File: src/rtl/td_pkg.sv
package td_pkg;
  localparam int CW      = 32;
  localparam int LEN_LO  = 21;
  localparam int LEN_W   = CW - LEN_LO;
  localparam int CNT_W   = 2;

  // control word bit positions
  localparam int B_SPD   = 29;
  localparam int B_ERRLO = 27;
  localparam int B_IOS   = 25;
  localparam int B_IOC   = 24;
  localparam int B_ACT   = 23;
  localparam int B_STALL = 22;
  localparam int B_BABL  = 20;
  localparam int B_NAK   = 19;
  localparam int B_TMO   = 18;

  localparam logic [7:0] PID_SETUP = 8'h2D;
  localparam logic [7:0] PID_IN    = 8'h69;
  localparam logic [7:0] PID_OUT   = 8'hE1;

  localparam logic [1:0] RK_DATA  = 2'd0;
  localparam logic [1:0] RK_NAK   = 2'd1;
  localparam logic [1:0] RK_STALL = 2'd2;
  localparam logic [1:0] RK_NODEV = 2'd3;

  typedef enum logic [1:0] {
    OC_SUCCESS = 2'b00,
    OC_SKIP    = 2'b01,
    OC_ABORT   = 2'b10
  } outcome_e;

  typedef struct packed {
    logic [CW-1:0] ctrl;
    outcome_e      oc;
    logic [1:0]    mask;
    logic          uerr;
    logic          perr;
  } td_result_t;
endpackage

File: src/rtl/td_token_dec.sv
module td_token_dec
  import td_pkg::*;
(
  input  logic [CW-1:0]    token,
  output logic [7:0]       pid,
  output logic [6:0]       addr,
  output logic [3:0]       ep,
  output logic [LEN_W-1:0] maxlen,
  output logic             pid_ok,
  output logic             pid_in,
  output logic             pid_setup
);
  logic [1:0] unused_bits;
  assign unused_bits = token[20:19];

  assign pid       = token[7:0];
  assign addr      = token[14:8];
  assign ep        = token[18:15];
  assign maxlen    = token[CW-1:LEN_LO] + LEN_W'(1);
  assign pid_in    = (pid == PID_IN);
  assign pid_setup = (pid == PID_SETUP);
  assign pid_ok    = pid_in || pid_setup || (pid == PID_OUT);
endmodule

File: src/rtl/td_retry_dec.sv
module td_retry_dec #(
  parameter int W = 2
) (
  input  logic [W-1:0] cnt,
  output logic [W-1:0] cnt_next,
  output logic         exhausted
);
  always_comb begin
    if (cnt == '0) begin
      cnt_next  = '0;
      exhausted = 1'b0;
    end else begin
      cnt_next  = cnt - W'(1);
      exhausted = (cnt == W'(1));
    end
  end
endmodule

File: src/rtl/td_status_calc.sv
module td_status_calc
  import td_pkg::*;
#(
  parameter int RSP_W = 12
) (
  input  logic [CW-1:0]    ctrl_in,
  input  logic             pid_ok,
  input  logic             pid_in,
  input  logic             pid_setup,
  input  logic [LEN_W-1:0] maxlen,
  input  logic [1:0]       rsp_kind,
  input  logic [RSP_W-1:0] rsp_len,
  output td_result_t       res
);
  logic [CNT_W-1:0] cnt_next;
  logic             cnt_exh;
  logic [RSP_W-1:0] max_ext;
  logic [RSP_W-1:0] len;
  logic [CW-1:0]    c;
  logic             tmo;

  td_retry_dec #(.W(CNT_W)) u_retry (
    .cnt      (ctrl_in[B_ERRLO +: CNT_W]),
    .cnt_next (cnt_next),
    .exhausted(cnt_exh)
  );

  assign max_ext = RSP_W'(maxlen);
  assign len     = pid_in ? rsp_len : max_ext;

  always_comb begin
    res      = '0;
    res.ctrl = ctrl_in;
    res.oc   = OC_SKIP;
    res.mask = {1'b0, ctrl_in[B_IOC]};
    c        = ctrl_in;
    tmo      = 1'b0;
    if (ctrl_in[B_ACT]) begin
      if (!pid_ok) begin
        res.perr = 1'b1;
        res.oc   = OC_ABORT;
      end else begin
        if (ctrl_in[B_IOS]) c[B_ACT] = 1'b0;
        case (rsp_kind)
          RK_DATA: begin
            if (pid_in && (rsp_len > max_ext)) begin
              c[B_BABL]  = 1'b1;
              c[B_STALL] = 1'b1;
              c[B_ACT]   = 1'b0;
              res.oc     = OC_ABORT;
            end else begin
              c[LEN_W-1:0] = len[LEN_W-1:0] - LEN_W'(1);
              c[B_ACT]     = 1'b0;
              if (pid_in && ctrl_in[B_SPD] && (len < max_ext)) begin
                res.mask[1] = 1'b1;
                res.oc      = OC_SKIP;
              end else begin
                res.oc = OC_SUCCESS;
              end
            end
          end
          RK_NAK: begin
            c[B_NAK] = 1'b1;
            tmo      = pid_setup;
          end
          RK_STALL: begin
            c[B_STALL] = 1'b1;
            c[B_ACT]   = 1'b0;
          end
          default: tmo = 1'b1;
        endcase
        if (tmo) begin
          c[B_TMO]               = 1'b1;
          c[B_ERRLO +: CNT_W]    = cnt_next;
          if (cnt_exh) begin
            c[B_ACT] = 1'b0;
            res.uerr = 1'b1;
          end
        end
        res.ctrl = c;
      end
    end
  end
endmodule

File: src/rtl/td_outcome_unit.sv
module td_outcome_unit
  import td_pkg::*;
#(
  parameter int RSP_W = 12
) (
  input  logic             clk,
  input  logic             rst,
  input  logic             req_valid,
  input  logic [31:0]      ctrl_in,
  input  logic [31:0]      token_in,
  input  logic [1:0]       rsp_kind,
  input  logic [RSP_W-1:0] rsp_len,
  output logic [7:0]       dec_pid,
  output logic [6:0]       dec_addr,
  output logic [3:0]       dec_ep,
  output logic [10:0]      dec_maxlen,
  output logic             done_valid,
  output logic [31:0]      ctrl_out,
  output logic [1:0]       outcome,
  output logic [1:0]       irq_mask,
  output logic             flag_uerr,
  output logic             flag_perr
);
  logic       pid_ok, pid_in, pid_setup;
  td_result_t res_d, res_q;
  logic       done_q;

  td_token_dec u_dec (
    .token    (token_in),
    .pid      (dec_pid),
    .addr     (dec_addr),
    .ep       (dec_ep),
    .maxlen   (dec_maxlen),
    .pid_ok   (pid_ok),
    .pid_in   (pid_in),
    .pid_setup(pid_setup)
  );

  td_status_calc #(.RSP_W(RSP_W)) u_calc (
    .ctrl_in  (ctrl_in),
    .pid_ok   (pid_ok),
    .pid_in   (pid_in),
    .pid_setup(pid_setup),
    .maxlen   (dec_maxlen),
    .rsp_kind (rsp_kind),
    .rsp_len  (rsp_len),
    .res      (res_d)
  );

  always_ff @(posedge clk) begin
    if (rst) begin
      res_q  <= '0;
      done_q <= 1'b0;
    end else begin
      done_q <= req_valid;
      if (req_valid) res_q <= res_d;
    end
  end

  assign done_valid = done_q;
  assign ctrl_out   = res_q.ctrl;
  assign outcome    = res_q.oc;
  assign irq_mask   = res_q.mask;
  assign flag_uerr  = res_q.uerr && done_q;
  assign flag_perr  = res_q.perr && done_q;
endmodule

File: config.mk
export PLATFORM = sky130hd
export DESIGN_NAME = td_outcome_unit
export DESIGN_NICKNAME = d
export VERILOG_FILES = /design/src/rtl/td_pkg.sv /design/src/rtl/td_token_dec.sv /design/src/rtl/td_retry_dec.sv /design/src/rtl/td_status_calc.sv /design/src/rtl/td_outcome_unit.sv
export SDC_FILE = /design/constraint.sdc
export NUM_CORES = 1
export LEC_CHECK = 0
export CORE_MARGIN = 2
export CORE_UTILIZATION = 60
export CTS_BUF_LIST = sky130_fd_sc_hd__clkbuf_2
export DETAILED_ROUTE_END_ITERATION = 16
export DONT_BUFFER_PORTS = 1
export GPL_TIMING_DRIVEN = 0
export PLACE_DENSITY_LB_ADDON = 0.08
export SYNTH_ARGS = -nofsm -noshare
export SYNTH_HDL_FRONTEND = slang
export SYNTH_HIERARCHICAL = 1
export SYNTH_SLANG_ARGS = --single-unit
File: constraint.sdc
create_clock -name clk -period 3 [get_ports clk]
set_clock_uncertainty 0.2 [all_clocks]
set_input_delay 0.45 -clock clk [delete_from_list [all_inputs] [get_ports clk]]
set_output_delay 0.45 -clock clk [all_outputs]
set_load 0.03 [all_outputs]
After elaboration in Yosys (flattened, before gate mapping)
Cells that the tools add are included.

Add/sub/neg operators: 3. Magnitude comparators: 2. Equality and inequality tests: 6. Mux-type cells: 32. Reductions and logical operators: 10.

Operators by type and width (number): 2-to-1 mux 32 bit (1); 2-to-1 mux 29 bit (1); 2-to-1 mux 11 bit (2); 2-to-1 mux 1 bit (19); > comparator 12 x 11 -> 1 bit (1); < comparator 12 x 11 -> 1 bit (1); 2-to-1 mux 12 bit (1); adder 11 x 1 -> 11 bit (second input constant) (1); subtractor 11 x 1 -> 11 bit (second input constant) (1); 2-to-1 mux 2 bit (5); equality test 8 x 6 -> 1 bit (second input constant) (1); equality test 8 x 7 -> 1 bit (second input constant) (1); equality test 8 bit (second input constant) (1); logical AND 1 bit (5); equality test 2 x 1 -> 1 bit (second input constant) (2); logical NOT 2 bit (2); case mux 2 bit (2 select lines) (1); 2-to-1 mux 3 bit (1); equality test 2 bit (second input constant) (1); logical OR 1 bit (2); case mux 1 bit (2 select lines) (1); OR reduction 2 bit (1); subtractor 2 x 1 -> 2 bit (second input constant) (1).

Bits in registers: 39. Bits of input ports: 81. Output and inout bits: 69. Word-level logic and storage cells: 59.

Depth between registers and ports, before layout
Word-level depth: 9. Depth in mapped cells: 14.

Cells and area by module
The synthesis kept the hierarchy.

Modules (own cells, without submodules): td_outcome_unit (times used 1, cells an instance 163, area each 1676.6 um^2); td_status_calc (times used 1, cells an instance 171, area each 1333.8 um^2); td_token_dec (times used 1, cells an instance 50, area each 367.9 um^2); td_retry_dec (times used 1, cells an instance 3, area each 22.5 um^2).

Worst setup path after synthesis
No wires, ideal clock.

Path kind: input-to-reg. Start: input port token_in[26]. End: register res_q (netlist bit ctrl_out[3]). Setup time: 128 ps. Arrival time: 3349 ps. Data required time: 2672 ps. Path slack: -676 ps. Stages on the path: 13. Buffers on the path: 1. Path through: and4_4 -> nand4_1 -> xnor2_1 -> inv_1 -> ha_1 -> nand4b_4 -> nor3_1 -> a2111oi_4 -> o21ai_2 -> buf_6 -> mux2_4 -> mux2i_1 -> nor2_1.

RTL lines: start: declaration (line td_outcome_unit.sv:10) `input logic [31:0] token_in,`; end signal: assignment (line td_outcome_unit.sv:56) `if (req_valid) res_q <= res_d;`; end: declaration (line td_outcome_unit.sv:25) `td_result_t res_d, res_q;`.

==> results_dict.tcl <==
set metrics [dict create \
    result_of_the_run "complete, no violations" \
    required_time_of_the_worst_setup_path_ps 3090 \
    worst-endpoint-arrival_ps 3080 \
    die_h_um 79.3 \
    detailed_place_hpwl_mm 6.00 \
    setup_viol_count_final 0 \
    post_synth_inst_count 387 \
    timing.setup.tns_ps 0 \
    number_of_antenna_violations_at_the_first_check_in_global_routing 0 \
    clock_latency_ps 380 \
    crit_fanout 5 \
    cts.reportedPaths.clkPinSlew_ps 210 \
    nNetsFinal 509 \
    grtUsageTotal 0.230 \
    ir_drop_worst_case_vdd_mv 0.224 \
    final_cell_count_no_fill 478 \
    tritoncts "built" \
    cts-root-to-sink-buffers 2 \
    slew_headroom 0.678 \
    cts.hold.buffers_added 0 \
    worst_path_slowest_cell "sky130_fd_sc_hd__xnor2_4" \
    routed_via_density 5.42 \
    hold_path_class "input port to flip-flop" \
    cts_made_buffers 5 \
    mappedNetlistArea_mm2 0.00340 \
    synth.yosys.seq_area_share 0.230 \
    fin_crit_ps 2990 \
    syn_area_per_cell_um2 8.79 \
    yosys_register_bits 39 \
    yosys.cell_count.top_type "sky130_fd_sc_hd__buf_4" \
    postRouteWirelength_mm 7.40 \
    clock_sink_count 39 \
    post_route_cells_drive_above_1_share 0.357 \
    grt_pass1_vias 2392 \
    antenna_cells 0 \
    timing.rr.start "ctrl_out[11]$_SDFFE_PP0P_" \
    timing.critical_path.slowest_cell_delay_ps 360 \
    drtAntennaViolNets 0 \
    route.detailed.drc 0 \
    max_cap_violations 0 \
    drt_first_iter_violations 49 \
    synthFlopType "sky130_fd_sc_hd__dfxtp_1" \
    core_area_mm2 0.00551 \
    critical_path.startpoint_type "input port" \
    maxSlewViolCount 0 \
    yosysWarnings 6 \
    placement_rows 27 \
    synthTopCellsByArea "sky130_fd_sc_hd__dfxtp_1, sky130_fd_sc_hd__buf_4, sky130_fd_sc_hd__mux2i_1, sky130_fd_sc_hd__ha_1, sky130_fd_sc_hd__nor2_1" \
    postSynthNetCount 491 \
    tightestPinTransition_ps 483 \
    fmaxAchievable_mhz 334 \
    dr.pass1.iters 4 \
    detail_route.wl_per_cell_um 15.5 \
    async_flop_share 0 \
    htreeDepth 2 \
    synth_common_cells "sky130_fd_sc_hd__buf_4, sky130_fd_sc_hd__mux2i_1, sky130_fd_sc_hd__nor2_1" \
    end_kind "flip-flop" \
    rrSetupSlack_ps 2120 \
    via_count 2590 \
    netlist-cell-type-count 48 \
    crit_path_cell_trace "and4_4, nand4_1, xnor2_4, inv_2, ha_4, nand4b_4, nor3_4, a2111oi_4, o21ai_2, buf_4, mux2_4, mux2i_1, nor2_1" \
    synth_edf_count 0 \
    floorplan.initialDensity 0.618 \
    grt_start_max_net_pins 13 \
    place.port_buffers 0 \
    regToRegEndpoint "ctrl_out[11]$_SDFFE_PP0P_" \
    post-synth-top-area-cell "sky130_fd_sc_hd__dfxtp_1" \
    cellPowerDensity_mw_per_mm2 327 \
    wire_length_of_the_first_global_routing_pass_mm 11.3 \
    grt-ovfl-total 0 \
    io-pin-count 150 \
    power.static_leakage_nw 1.88 \
    floorplan.die_area_mm2 0.00629 \
    hold_start "ctrl_in[25]" \
    reg2regPathDepth 2 \
    netlist.area_leader.share 0.230 \
    cts_root_buffer "sky130_fd_sc_hd__clkbuf_2" \
    grt_setup_unrepaired "true" \
    numPlacedInstances 459 \
    die-width_um 79.3 \
    min_to "ctrl_out[25]$_SDFFE_PP0P_" \
    setup.worst_path.class "input port to flip-flop" \
    hold_depth 3 \
    gp_routability_congestion 0.833 \
    layout.core_utilization 0.714 \
    layout-area-overhead-vs-synth_pct 15.6 \
    final_count_of_hold_timing_violations 0 \
    timing.final.crit_share 0.998 \
]
-- timing repair --
action                     4_1_cts  5_1_grt
pin swaps                       11        8
cloned                           1        0
gates resized for setup         10       11
setup endpoints to repair        9       13
setup buffers                    5        5
-- layout make-up --
type,instances,area [um^2]
multi-input cells,242,2200
fillers,457,1580
flip-flops and latches,39,781
plain buffers,82,639
inverters,24,90.1
well taps,72,90.1
repair buffers,11,86.3
clock buffers,6,30.0
clock inverters,2,12.5
-- worst max-delay path, delay by kind of cell --
kind	cells	cell delay, ps
xor gates and xnor gates	1	360
muxes	2	430
AOI/OAI and AO/OA	2	290
adders and majority gates	1	290
and+or+nand+nor	5	950
buffers and inverters	2	300
-- report_power, final --
part | switching, mW | total, mW | internal [mW]
combinational | 0.275 | 0.489 | 0.214
sequential | 0.0169 | 0.565 | 0.548
clock | 0.172 | 0.231 | 0.0595
-- through the flow --
stage	hold WS, ps	cell area (um^2)	setup slack (ps)	total power [mW]
2_1_floorplan	252	3620	-246	0.988
5_1_grt	50.5	3930	-110	1.36
3_3_place_gp	274	3710	-604	1.03
4_1_cts	56.6	3870	-24.8	1.29
3_5_place_dp	283	3710	-622	1.04
6_report	72.9	3930	6.66	1.29
-- state kept, by name (all words and copies together), names as in the netlist --
name / count
ctrl_out: 32
irq_mask: 2
outcome: 2
res_q: 2
done_valid: 1
-- cell usage in the layout (no fill, tap or decap), drive strengths merged, types with 4 or more instances in the layout --
master	n
a21oi	8
and2	4
buf	91
clkbuf	8
dfxtp	39
ha	23
inv	24
mux2	11
mux2i	48
nand2	10
nand2b	4
nand3	8
nand4	6
nor2	43
nor2b	5
nor3	11
o21ai	11
o21bai	4
xnor2	17
-- cells by family (layout without fill, tap and decap cells) --
kind of cell	after synthesis	in the layout	share of synthesized area
DFF	39	39	0.230
xor gates and xnor gates	19	19	0.0489
and+or+nand+nor	103	103	0.157
muxes	59	59	0.187
buffers and inverters	106	125	0.212
AOI/OAI and AO/OA	38	38	0.0813
adders and majority gates	23	23	0.0846
-- worst max-delay path by stage --
stage | startpoint | end | slack [ps]
finish | token_in[26] | ctrl_out[4]$_SDFFE_PP0P_ | 7
global route | token_in[26] | ctrl_out[9]$_SDFFE_PP0P_ | -110
CTS | token_in[26] | ctrl_out[0]$_SDFFE_PP0P_ | -20
detailed placement | token_in[21] | ctrl_out[3]$_SDFFE_PP0P_ | -620
global placement | token_in[4] | outcome[0]$_SDFFE_PP0P_ | -600
floorplan | token_in[26] | ctrl_out[3]$_SDFFE_PP0P_ | -250
-- routing by layer --
layer	vias to the layer above	GRT usage	share of wire
met3	9	0.0580	0.080
li1	1289	-	-
met5	-	0	0
met4	0	0.0586	0.014
met2	116	0.408	0.50
met1	1176	0.277	0.41
Power figures use the tool's default switching activity.
